===== config.mk =====
export PLATFORM = sky130hd
export DESIGN_NAME = swallow_divider
export DESIGN_NICKNAME = d
export VERILOG_FILES = /design/src/rtl/swallow_div_pkg.sv /design/src/rtl/swallow_ctrl.sv /design/src/rtl/swallow_dp.sv /design/src/rtl/swallow_divider.sv
export SDC_FILE = /design/constraint.sdc
export NUM_CORES = 1
export LEC_CHECK = 0
export BUFFER_PORTS_ARGS = -buffer_cell sky130_fd_sc_hd__buf_2
export CORE_MARGIN = 4
export CORE_UTILIZATION = 54
export CTS_CLUSTER_SIZE = 10
export DETAILED_ROUTE_END_ITERATION = 16
export GPL_TIMING_DRIVEN = 0
export PLACE_DENSITY = 0.81
export SLEW_MARGIN = 20
export SYNTH_ARGS = -nofsm -noshare
export SYNTH_HDL_FRONTEND = slang
export SYNTH_SLANG_ARGS = --single-unit
export TNS_END_PERCENT = 30

===== constraint.sdc =====
create_clock -name clk -period 3.5 [get_ports clk]
set_input_delay 0.7 -clock clk [delete_from_list [all_inputs] [get_ports clk]]
set_output_delay 0.7 -clock clk [all_outputs]
set_load 0.05 [all_outputs]

===== src/rtl/swallow_div_pkg.sv =====
package swallow_div_pkg;
  // Strobes from control to datapath
  typedef struct packed {
    logic load;  // take in the selected word
    logic step;  // one prescaler period consumed
  } divStrobe_t;
endpackage


===== src/rtl/swallow_ctrl.sv =====
module swallow_ctrl
  import swallow_div_pkg::*;
(
  input  logic       clk,
  input  logic       rstN,
  input  logic       preTick,
  input  logic       pLast,
  output divStrobe_t strb,
  output logic       divPulse
);
  logic primed;
  logic termCount;

  assign termCount = primed && preTick && pLast;

  always_comb begin
    strb.load = !primed || termCount;
    strb.step = primed && preTick && !pLast;
  end

  always_ff @(posedge clk) begin
    if (!rstN) begin
      primed   <= 1'b0;
      divPulse <= 1'b0;
    end else begin
      primed   <= 1'b1;
      divPulse <= termCount;
    end
  end


  pulse_after_tick_chk: assert property (@(posedge clk) disable iff (!rstN)
    divPulse |-> $past(preTick));
endmodule


===== src/rtl/swallow_dp.sv =====
module swallow_dp
  import swallow_div_pkg::*;
#(
  parameter int A_W = 4,
  parameter int P_W = 10
) (
  input  logic           clk,
  input  logic           rstN,
  input  divStrobe_t     strb,
  input  logic [A_W-1:0] aWord0,
  input  logic [P_W-1:0] pWord0,
  input  logic [A_W-1:0] aWord1,
  input  logic [P_W-1:0] pWord1,
  input  logic           bankSel,
  output logic           pLast,
  output logic           modHigh,
  output logic           cfgErr,
  output logic           bankInUse
);
  localparam int CMP_W = (A_W > P_W) ? A_W : P_W;

  logic [A_W-1:0]   aCnt;
  logic [P_W-1:0]   pCnt;
  logic [A_W-1:0]   selA;
  logic [P_W-1:0]   selP;
  logic [P_W-1:0]   pEff;
  logic [A_W-1:0]   aEff;
  logic [CMP_W-1:0] aWide;
  logic [CMP_W-1:0] pWide;
  logic             wordBad;

  assign selA  = bankSel ? aWord1 : aWord0;
  assign selP  = bankSel ? pWord1 : pWord0;
  assign pEff  = (selP == '0) ? P_W'(1) : selP;
  assign aWide = CMP_W'(selA);
  assign pWide = CMP_W'(pEff);
  assign aEff  = (aWide > pWide) ? A_W'(pEff) : selA;
  assign wordBad = (selP == '0) || (CMP_W'(selA) > CMP_W'(selP));

  assign pLast   = (pCnt == P_W'(1));
  assign modHigh = (aCnt != '0);

  always_ff @(posedge clk) begin
    if (!rstN) begin
      aCnt      <= '0;
      pCnt      <= '0;
      cfgErr    <= 1'b0;
      bankInUse <= 1'b0;
    end else if (strb.load) begin
      aCnt      <= aEff;
      pCnt      <= pEff;
      cfgErr    <= wordBad;
      bankInUse <= bankSel;
    end else if (strb.step) begin
      pCnt <= pCnt - P_W'(1);
      if (aCnt != '0) aCnt <= aCnt - A_W'(1);
    end
  end


  a_within_p_chk: assert property (@(posedge clk) disable iff (!rstN)
    CMP_W'(aCnt) <= CMP_W'(pCnt));

  clamp_on_err_chk: assert property (@(posedge clk) disable iff (!rstN)
    (strb.load && selP != '0 && CMP_W'(selA) > CMP_W'(selP))
      |=> (CMP_W'(aCnt) == CMP_W'(pCnt) && cfgErr));

  hold_no_strobe_chk: assert property (@(posedge clk) disable iff (!rstN)
    (!strb.load && !strb.step) |=> ($stable(pCnt) && $stable(aCnt)));

  bank_hold_chk: assert property (@(posedge clk) disable iff (!rstN)
    !strb.load |=> $stable(bankInUse));

  mod_fall_chk: assert property (@(posedge clk) disable iff (!rstN)
    $fell(modHigh) |-> $past(strb.step || strb.load));
endmodule


===== src/rtl/swallow_divider.sv =====
module swallow_divider
  import swallow_div_pkg::*;
#(
  parameter int A_W = 4,
  parameter int P_W = 10
) (
  input  logic           clk,
  input  logic           rstN,
  input  logic           preTick,
  input  logic [A_W-1:0] aWord0,
  input  logic [P_W-1:0] pWord0,
  input  logic [A_W-1:0] aWord1,
  input  logic [P_W-1:0] pWord1,
  input  logic           selBit,
  input  logic           selPinEn,
  input  logic           selPin,
  output logic           modHigh,
  output logic           divPulse,
  output logic           cfgErr,
  output logic           bankInUse
);
  divStrobe_t strb;
  logic       pLast;
  logic       bankSel;

  // Pin override wins over the programmed select
  assign bankSel = selPinEn ? selPin : selBit;

  swallow_ctrl u_ctrl (
    .clk      (clk),
    .rstN     (rstN),
    .preTick  (preTick),
    .pLast    (pLast),
    .strb     (strb),
    .divPulse (divPulse)
  );

  swallow_dp #(.A_W(A_W), .P_W(P_W)) u_dp (
    .clk       (clk),
    .rstN      (rstN),
    .strb      (strb),
    .aWord0    (aWord0),
    .pWord0    (pWord0),
    .aWord1    (aWord1),
    .pWord1    (pWord1),
    .bankSel   (bankSel),
    .pLast     (pLast),
    .modHigh   (modHigh),
    .cfgErr    (cfgErr),
    .bankInUse (bankInUse)
  );
endmodule


After elaboration in Yosys (flattened, before gate mapping)
Index checks and enable logic that the tools add are counted.

Bits in registers: 18. Bits of input ports: 34. Output and inout bits: 4. Logic and storage cells: 34.

$add $sub $neg: 2. $lt $le $gt $ge: 2. Equality and inequality tests: 1. Multiplexer cells: 11. Reductions and logical operators: 12.

Operators by type and width (count): 2-to-1 mux 10 bit (4); greater-than comparator 4 x 10 -> 1 bit (2); 2-to-1 mux 4 bit (5); == test 10 x 1 -> 1 bit (second input constant) (1); logical NOT 10 bit (1); subtractor 10 x 1 -> 10 bit (second input constant) (1); nonzero test 2 bit (2); nonzero test 4 bit (1); subtractor 4 x 1 -> 4 bit (second input constant) (1); logical AND 1 bit (3); logical NOT 1 bit (2); logical OR 1 bit (2); 2-to-1 mux 1 bit (2); AND reduction 2 bit (1).

Logic depth before layout (Yosys ltp)
Gate-level depths: netlist of the first run.

Depth after elaboration: 7. Depth in mapped cells: 11. Gate-level depth less buffers: 10.

Modules after synthesis
A second synthesis of the first run with hierarchy kept.

Cell total of the unflattened synthesis: 168. Area total of the unflattened synthesis: 1437.6 um2.

Modules (own cells, without submodules): swallow_dp (times used 1, cells each 162, area an instance 1355.0 um2, sequential area each 320.3 um2); swallow_ctrl (times used 1, cells each 5, area an instance 67.6 um2, sequential area each 40.0 um2); swallow_divider (times used 1, cells each 1, area an instance 15.0 um2, sequential area each 0.0 um2).

Worst setup path before layout of the first run
No wires, ideal clock.

Path type: input to register. From: input pWord1[6]. To: register u_dp.aCnt[1]. Setup time: 0.122 ns. Arrival: 2.964 ns. Data required time: 3.378 ns. Slack: 0.414 ns. Stages: 8. Buffers on the path: 0. Path through: or4_4 -> o41ai_4 -> a21o_2 -> ha_1 -> and4_1 -> a21oi_1 -> a21oi_1 -> a311o_1.

Cells in the longest elaborated chain, start to end: 6.

Ends and longest elaborated chain: start: declaration (line swallow_divider.sv:13) `input logic [P_W-1:0] pWord1,`; 2-to-1 mux 10 bit * (line swallow_dp.sv:33) `assign selP = bankSel ? pWord1 : pWord0;`; logical NOT 10 bit (line swallow_dp.sv:34) `assign pEff = (selP == '0) ? P_W'(1) : selP;`; 2-to-1 mux 10 bit * (line swallow_dp.sv:34); greater-than comparator 4 x 10 -> 1 bit (line swallow_dp.sv:37) `assign aEff = (aWide > pWide) ? A_W'(pEff) : selA;`; 2-to-1 mux 4 bit * (line swallow_dp.sv:37); 2-to-1 mux 4 bit * (line swallow_dp.sv:49) `end else if (strb.load) begin`; end signal: assignment (line swallow_dp.sv:56) `if (aCnt != '0) aCnt <= aCnt - A_W'(1);`; end: declaration (line swallow_dp.sv:22) `logic [A_W-1:0] aCnt;`.

Mark *: on every way between the ends. The rest lies on a longest branch, timed or not. A chain may end at the register's enable or synchronous reset.

Final worst setup path of the first run
Same ends and word-level chain as after synthesis.

==> results of run 1 <==
[Yosys cell counts (all sizes together), types with 2 or more instances]
cell type | instances | area [um^2]
clkbuf | 4 | 15.0
nand3 | 11 | 55.1
xnor2 | 2 | 17.5
inv | 10 | 37.5
dfxtp | 18 | 360
nor2 | 10 | 37.5
ha | 12 | 150
or3 | 2 | 12.5
nor2b | 4 | 25.0
or4 | 4 | 33.8
o211ai | 5 | 37.5
a211oi | 2 | 15.0
buf | 5 | 30.0
nand4 | 3 | 18.8
o31ai | 4 | 30.0
and4 | 2 | 17.5
a41oi | 2 | 17.5
a32o | 3 | 30.0
mux2 | 5 | 56.3
o21a | 2 | 15.0
nor3 | 11 | 55.1
a311o | 2 | 20.0
nor4 | 4 | 25.0
and3 | 2 | 13.8
mux2i | 14 | 153
o21ai | 9 | 45.0
nand2 | 12 | 45.0
a21oi | 13 | 65.1
a21o | 2 | 17.5
[registers in the layout (all words and copies together), names as in the netlist]
name,flops
u_ctrl.divPulse,1
u_ctrl.primed,1
u_dp.aCnt,4
u_dp.bankInUse,1
u_dp.cfgErr,1
u_dp.pCnt,10
[routing by layer]
metal / track usage, % / part of all wire (%) / up-vias
met5: 0 / 0 / -
met4: 8.26 / 3.0 / 0
li1: - / - / 822
met1: 27.8 / 42 / 798
met2: 40.2 / 49 / 72
met3: 5.76 / 5.6 / 16
[where the power goes]
group / internal, mW / switching (mW) / leakage (nW)
registers: 0.226 / 0.0260 / 0.149
clock network: 0.0635 / 0.0725 / 0.0210
logic: 0.115 / 0.157 / 0.656
total: 0.404 / 0.255 / 0.826
[cell type report]
class | instances | area [um^2] | area share (%)
Timing Repair Buffer | 37 | 185 | 9.93
Sequential cell | 18 | 360 | 19.3
Buffer | 9 | 45.0 | 2.42
Clock buffer | 4 | 36.3 | 1.95
Inverter | 10 | 37.5 | 2.01
Multi-Input combinational cell | 155 | 1160 | 62.3
Tap cell | 31 | 38.8 | 2.08
[worst min path at each step]
stage                         to         start
detailed placement   u_dp.cfgErr   u_dp.cfgErr
global route         u_dp.cfgErr   u_dp.cfgErr
global placement     u_dp.cfgErr   u_dp.cfgErr
floorplan           u_dp.pCnt[8]  u_dp.pCnt[8]
finish               u_dp.cfgErr   u_dp.cfgErr
CTS                  u_dp.cfgErr   u_dp.cfgErr
[logic make-up (layout without fill, tap and decap cells)]
kind of cell	after synthesis	after routing	synth area share (%)
xor+xnor	2	2	1.09
buf+inv	19	60	5.15
simple gates	70	70	24.7
flops	18	18	22.5
mux	19	19	13.0
fa+ha+maj	12	12	9.36
compound gates	52	52	24.2
[stage by stage]
| stage | power (mW) | cells | setup slack [ns] | area (um^2) |
|---|---|---|---|---|
| 2_1_floorplan | 0.444 | 192 | 0.414 | 1600 |
| 5_1_grt | 0.704 | 264 | 0.137 | 1860 |
| 6_report | 0.660 | 264 | 0.251 | 1860 |
| 4_1_cts | 0.653 | 264 | 0.288 | 1860 |
| 3_5_place_dp | 0.521 | 260 | 0.00791 | 1830 |
| 3_3_place_gp | 0.512 | 260 | 0.0151 | 1830 |
[worst max-delay path, cell delays in order]
cell	delay [ns]
buf_2	0.11
or4_4	0.55
o41ai_4	0.52
a21o_2	0.25
ha_1	0.23
and4_1	0.17
a21oi_1	0.43
a21oi_1	0.15
a311o_1	0.35
==> results.cfg, run 1 <==
[finish]
final_util_pct = 66.5
syn_to_final_growth_pct = 16.2
layout_commonest_cell = buf_2
final_cell_mix = buf_2, dfxtp_1, mux2i_1, a21oi_1
fillCellCount = 243
antenna_cells = 0
nets = 280
drive_gt1_share_pct = 26.2

[grt]
grt_pass1_wl_um = 7490
grt_overflow_total = 0
grt_usage_pct = 23.3
antenna_found_initial = 0
grt_max_degree = 11
grt_pass1_vias = 1685

[run_status]
status = completed

[cts]
postCtsSetupBuffers = 0
clockBufferDepth = 2
holdBufCountCts = 0
cts_sinks = 18
cts_buffers = 3
clkTransAtPathRegs_ns = 0.11
cts_resized = 0
cts_max_level = 1
cts_tree = built
cts-root-buf = clkbuf_4
clock_latency_ns = 0.30

[critical_path]
rr_startpoint = u_dp.pCnt[1]
start_kind = input port
cp_max_fo = 10
cp.arrival_ns = 3.45
startpoint = pWord1[6]
cp-end-kind = flip-flop
reg2reg_slack_ns = 1.31
reg2reg_to = u_dp.pCnt[5]
cp-endpoint = u_dp.aCnt[1]
reg2reg_depth = 8
cp.required_ns = 3.70
criticalPathCategory = input port to flip-flop

[routing]
viasPerCell = 6.47
ant_nets = 0
first_iter_violations = 148
first_pass_iters = 5
drc_errors = 0
wl_um = 4450
dr_total_vias = 1708
wl_per_cell_um = 16.9

[logic_synthesis]
syn_area_per_cell_um2 = 8.35
synthArstFlopShare_pct = 0
synth_cell_types = 47
ys_seq_elements = 18
synth_nets = 238
synth-main-ff-cell = dfxtp_1
synthCells = 192
ys_seq_area_share_pct = 22.5
synth_area_um2 = 1600
synth_edf_count = 0
yosysWarnings = 0

[sta]
clock_skew_ns = 0.00407
rsz0062_at_grt = no
maxSlewViolCount = 0
relSlewSlack_pct = 59.0
tightest_slew_ns = 0.614
hold_slack_ns = 0.465
hold_violations = 0
finalSetupViolations = 0
fmax_mhz = 308
fin_setup_tns_ns = 0
final.period_utilization_pct = 92.8
period_needed_ns = 3.25

[floorplan]
die_w_um = 62.5
coreArea_um2 = 2810
initial_core_util_pct = 57.2
die_area_um2 = 3910
num_io_pins = 38
fp.dieH_um = 62.5
rows = 19

[pwr]
ir_worst_vdd_v = 0.000327
p_leak_nw = 0.826
p_per_area_nw_per_um2 = 354

[worst_hold_path]
hold_depth = 2
hold_path.class = flip-flop to flip-flop

[place]
port-buffer-count = 37
dp.final_hpwl_um = 3420
routabilityCongestion = 0.848

[run]
maxCapViolCount = 0
No activity file was read; power rests on OpenSTA's default activity.
==> run 2: changes to the inputs <==
--- a/config.mk
+++ b/config.mk
@@ -7,11 +7,11 @@
 export LEC_CHECK = 0
 export BUFFER_PORTS_ARGS = -buffer_cell sky130_fd_sc_hd__buf_2
 export CORE_MARGIN = 4
-export CORE_UTILIZATION = 54
+export CORE_UTILIZATION = 58
 export CTS_CLUSTER_SIZE = 10
 export DETAILED_ROUTE_END_ITERATION = 16
 export GPL_TIMING_DRIVEN = 0
-export PLACE_DENSITY = 0.81
+export PLACE_DENSITY = 0.86
 export SLEW_MARGIN = 20
 export SYNTH_ARGS = -nofsm -noshare
 export SYNTH_HDL_FRONTEND = slang
==> constraint.sdc (replaced) <==
create_clock -name clk -period 4.2 [get_ports clk]
set_input_delay 0.42 -clock clk [delete_from_list [all_inputs] [get_ports clk]]
set_output_delay 0.42 -clock clk [all_outputs]
set_load 0.05 [all_outputs]
==> results.cfg, run 2 (synthesized netlist as in run 1, its figures left out) <==
[sta]
fin_setup_tns_ns = 0
maxSlewViolCount = 0
setup_ws_ns = 1.23
final.period_utilization_pct = 70.8
relSlewSlack_pct = 57.8
period_needed_ns = 2.97
finalSetupViolations = 0
clock_skew_ns = 0.000869
fmax_mhz = 336
tightest_slew_ns = 0.629
hold_violations = 0
rsz0062_at_grt = no

[critical_path]
reg2reg_slack_ns = 2.11
reg2reg_to = u_dp.pCnt[2]
cp.arrival_ns = 3.18
reg2reg_depth = 7
start_kind = input port
startpoint = pWord1[6]
criticalPathCategory = input port to flip-flop
cp_max_fo = 10
cp.required_ns = 4.40
cp-end-kind = flip-flop
rr_startpoint = u_dp.pCnt[1]

[cts]
clock_latency_ns = 0.30
cts_buffers = 3
postCtsSetupBuffers = 0
holdBufCountCts = 0
cts_sinks = 18
clkTransAtPathRegs_ns = 0.11
cts_resized = 0
cts-root-buf = clkbuf_4
clockBufferDepth = 2
cts_tree = built
cts_max_level = 1

[place]
dp.final_hpwl_um = 3280
routabilityCongestion = 0.868
port-buffer-count = 37
placed_cells = 259
pre_cts_ws_ns = 0.980

[routing]
viasPerCell = 6.40
drc_errors = 0
wl_um = 4270
ant_nets = 0
wl_per_cell_um = 16.2
dr_total_vias = 1683
first_pass_iters = 4
first_iter_violations = 129

[finish]
drive_gt1_share_pct = 26.2
fin_cells = 263
largest_reg_flops = 10
antenna_cells = 0
regMostFlops = u_dp.pCnt
fillCellCount = 223
top_regs = u_dp.pCnt x10, u_dp.aCnt x4
final_cell_mix = buf_2, dfxtp_1, mux2i_1, a21oi_1
syn_to_final_growth_pct = 16.1
nets = 280
layout_commonest_cell = buf_2

[grt]
grt_overflow_total = 0
use_met2_pct = 41.8
grt_usage_pct = 25.3
met3_usage_pct = 3.62
grt_pass1_wl_um = 7110
antenna_found_initial = 0
grt_pass1_vias = 1570
gr-usage-met1_pct = 34.2
grt_max_degree = 11
grt_busiest_layer = met2

[pwr]
ir_worst_vdd_v = 0.000211
finalPower_uw = 546
p_leak_nw = 0.826
seq_power_share_pct = 38.6
power_switching_uw = 210
clkPwrFrac_pct = 20.7
combPwrFrac_pct = 40.7
p_per_area_nw_per_um2 = 293
swShare_pct = 38.5
p_int_uw = 336

[run]
maxCapViolCount = 0

[floorplan]
die_w_um = 60.6
num_io_pins = 38
rows = 18
initial_core_util_pct = 62.5
fp.dieH_um = 60.6
die_area_um2 = 3670
coreArea_um2 = 2570

[run_status]
status = completed

[worst_hold_path]
hold_start = rstN
hold_end = u_ctrl.primed
hold_depth = 1
hold_path.class = input port to flip-flop
run 2: cell counts in the layout (fill, tap and decap cells not counted):
Identical to the previous run, type by type.
run 2: worst max-delay path by stage:
stage	to	slack [ns]	cells after the start
2_1_floorplan	u_dp.aCnt[1]	1.39	8
3_3_place_gp	u_dp.aCnt[1]	0.98	10
3_5_place_dp	u_dp.aCnt[2]	0.98	10
4_1_cts	u_dp.aCnt[1]	1.30	10
5_1_grt	u_dp.aCnt[1]	1.12	10
6_report	u_dp.aCnt[1]	1.23	9
run 2: per-stage QoR:
step | instance area, um^2 | hold slack [ns] | utilization [%]
floorplan | 1600 | 0.448 | -
global placement | 1830 | 0.447 | 71.2
detailed placement | 1830 | 0.449 | 71.2
CTS | 1860 | 0.273 | 72.6
global route | 1860 | 0.274 | 72.6
finish | 1860 | 0.277 | 72.6
run 2: worst max-delay path, cell delays in order:
cell and delay, ns:
buf_2 0.11, or4_4 0.54, o41ai_4 0.52, a21o_2 0.24, ha_1 0.23, and4_1 0.17
a21oi_1 0.46, a21oi_1 0.15, a311o_1 0.34
run 2: power by group through the flow:
stage / registers (mW) / logic (mW) / clock network, mW
after floorplan: 0.211 / 0.158 / 0
after global placement: 0.213 / 0.213 / 0
after detailed placement: 0.214 / 0.217 / 0
after CTS: 0.210 / 0.219 / 0.115
after global routing: 0.214 / 0.246 / 0.123
final: 0.211 / 0.222 / 0.113
run 2: layout make-up:
| type | count | area, um^2 | share of cell area, % |
|---|---|---|---|
| inverter | 10 | 37.5 | 2.01 |
| sequential | 18 | 360 | 19.3 |
| timing repair buffer | 37 | 185 | 9.94 |
| multi-input combinational | 155 | 1160 | 62.3 |
| buffer | 9 | 45.0 | 2.42 |
| tap | 30 | 37.5 | 2.01 |
| clock buffer | 4 | 36.3 | 1.95 |
run 2: routing by layer:
layer / vias up / wire length (um)
li1: 825 / -
met1: 785 / 1870
met2: 68 / 2060
met3: 5 / 296
met4: 0 / 41
met5: - / 0
==> run 3: changes to the inputs <==
--- a/config.mk
+++ b/config.mk
@@ -5,13 +5,14 @@
 export SDC_FILE = /design/constraint.sdc
 export NUM_CORES = 1
 export LEC_CHECK = 0
+export ABC_AREA = 1
 export BUFFER_PORTS_ARGS = -buffer_cell sky130_fd_sc_hd__buf_2
 export CORE_MARGIN = 4
-export CORE_UTILIZATION = 58
+export CORE_UTILIZATION = 49
 export CTS_CLUSTER_SIZE = 10
 export DETAILED_ROUTE_END_ITERATION = 16
 export GPL_TIMING_DRIVEN = 0
-export PLACE_DENSITY = 0.86
+export PLACE_DENSITY = 0.77
 export SLEW_MARGIN = 20
 export SYNTH_ARGS = -nofsm -noshare
 export SYNTH_HDL_FRONTEND = slang
==> constraint.sdc (replaced) <==
create_clock -name clk -period 2.7 [get_ports clk]
set_input_delay 0.27 -clock clk [delete_from_list [all_inputs] [get_ports clk]]
set_output_delay 0.27 -clock clk [all_outputs]
set_load 0.05 [all_outputs]
==> results.cfg, run 3 <==
[routing]
first_pass_iters = 4
wl_um = 3930
first_iter_violations = 60
ant_nets = 0
wl_per_cell_um = 10.8
dr_total_vias = 1790
viasPerCell = 4.90
drc_errors = 0

[sta]
hold_violations = 0
finalSetupViolations = 0
relSlewSlack_pct = 66.1
period_needed_ns = 2.26
tightest_slew_ns = 0.505
hold_slack_ns = 0.118
final.period_utilization_pct = 83.8
fin_setup_tns_ns = 0
fmax_mhz = 442
rsz0062_at_grt = no
maxSlewViolCount = 0
clock_skew_ns = 0.00468

[logic_synthesis]
ys_top_cells_by_area = dfxtp_1, nand2_1, inv_1, ha_1, nand3_1
synth_top_area_cell = dfxtp_1
synthTopCellsByCount = nand2_1, inv_1, nand3_1
synthArstFlopShare_pct = 0
synthCells = 278
synth-main-ff-cell = dfxtp_1
yosysWarnings = 0
yosysTopAreaCellShare_pct = 21.0
synth_nets = 324
syn_area_per_cell_um2 = 6.18
synth_area_um2 = 1720
post-synth-top-count-cell = nand2_1
synth_edf_count = 0
synth_cell_types = 30
ys_seq_elements = 18
ys_seq_area_share_pct = 21.0

[run]
maxCapViolCount = 0

[critical_path]
criticalPathCategory = input port to flip-flop
critPathBufInv = 4
reg2reg_slack_ns = 1.01
cp_top_family = simple AND/OR/NAND/NOR gates
cp.required_ns = 2.94
cp-end-kind = flip-flop
cp_max_fo = 8
cpMaxStageDelayCell = or2_2
crit_chain = buf_2 -> inv_1 -> nand2_1 -> nand2_1 -> or2_2 -> o21ai_0 -> inv_1 -> ha_1 -> nand2_1 -> inv_1 -> nand2_1 -> nand2_1 -> nand2_1 -> nor2_2 -> nand2_2 -> a21oi_1 -> nand2_1 -> a21oi_2
start_kind = input port
cp.arrival_ns = 2.50
cpMostUsedCell = nand2_1
cp_slowest_stage_delay_ns = 0.33

[cts]
cts-root-buf = clkbuf_4
cts_resized = 0
postCtsSetupBuffers = 0
cts_buffers = 3
holdBufCountCts = 0
clkTransAtPathRegs_ns = 0.11
cts_tree = built
cts_max_level = 1
cts_sinks = 18
clockBufferDepth = 2
clock_latency_ns = 0.30

[floorplan]
initial_core_util_pct = 51.1
coreArea_um2 = 3360
num_io_pins = 38
fp.dieH_um = 67.2
die_area_um2 = 4520
die_w_um = 67.2
rows = 21

[finish]
final_util_pct = 59.4
layout_commonest_cell = nand2_1
final_cell_mix = nand2_1, inv_1, buf_2
top_regs = u_dp.pCnt x10, u_dp.aCnt x4
design_area_um2 = 2000
drive_gt1_share_pct = 24.1
regMostFlops = u_dp.pCnt
antenna_cells = 0
nets = 366
largest_reg_flops = 10
syn_to_final_growth_pct = 16.2

[place]
dp.final_hpwl_um = 3210
port-buffer-count = 37
place_area_um2 = 1960
routabilityCongestion = 0.803

[grt]
grt_pass1_vias = 1648
grt_pass1_wl_um = 6910
grt_overflow_total = 0
grt_max_degree = 11
antenna_found_initial = 0
grt_usage_pct = 19.3

[run_status]
status = completed

[pwr]
p_leak_nw = 1.06
p_per_area_nw_per_um2 = 434
ir_worst_vdd_v = 0.000389

[worst_hold_path]
hold_path.class = input port to flip-flop
## run 3: changes by cell type after synthesis, moves of 7 or more
cell / previous run / this run
a21oi_1: 13 / 21
nand2_1: 12 / 68
inv_1: 10 / 44
mux2i_1: 13 / 1
nor3_1: 11 / 4
nand2_2: 0 / 16
nand3_1: 11 / 23
## run 3: cell families (layout without fill, tap and decap cells)
| group | Yosys count | count (layout) | share of synthesized area [%] |
|---|---|---|---|
| buf+inv | 51 | 92 | 12.1 |
| fa+ha+maj | 12 | 12 | 8.74 |
| compound gates | 42 | 42 | 13.2 |
| mux | 1 | 1 | 0.583 |
| flops | 18 | 18 | 21.0 |
| simple gates | 150 | 150 | 42.4 |
| xor+xnor | 4 | 4 | 2.04 |
## run 3: area by class of cell
type,count,area (um^2)
fillers,364,1370
multi-input cells,209,1150
flip-flops and latches,18,360
repair buffers,37,185
inverters,45,169
well taps,46,57.6
plain buffers,6,38.8
clock buffers,4,36.3
## run 3: power breakdown
part	internal [mW]	switching [mW]
Sequential	0.294	0.0207
Clock	0.0822	0.0872
Combinational	0.147	0.236
## run 3: worst paths after layout
kind / startpoint / to / cells past startpoint
worst max-delay path: selBit / u_dp.aCnt[0] / 18
worst min-delay path: rstN / u_ctrl.primed / 1
worst max register to register: u_dp.pCnt[1] / u_dp.aCnt[0] / 11
worst min register to register: u_dp.pCnt[6] / u_dp.pCnt[6] / 2
## run 3: per-layer routing
metal | routed length, um | global-route usage (%)
met5 | 0 | 0
met4 | 37 | 3.80
met3 | 167 | 3.33
met2 | 1850 | 33.6
met1 | 1870 | 24.9
## run 3: per-stage QoR
| stage | power (mW) | setup slack, ns | std cells |
|---|---|---|---|
| 6_report | 0.867 | 0.438 | 365 |
| 5_1_grt | 0.945 | 0.251 | 365 |
| 4_1_cts | 0.874 | 0.442 | 365 |
| 3_5_place_dp | 0.703 | 0.132 | 361 |
| 3_3_place_gp | 0.696 | 0.201 | 361 |
| 2_1_floorplan | 0.612 | 0.610 | 278 |
## run 3: worst reg2reg max path, stage by stage, from the launching register on
cell and delay (ns):
dfxtp_1 0.32, inv_1 0.10, ha_1 0.19, inv_1 0.05, nor3_1 0.13, nand3_1 0.11, nand2_1 0.11, buf_4 0.18
inv_1 0.13, a21oi_1 0.13, nand2_1 0.08, a21oi_2 0.11
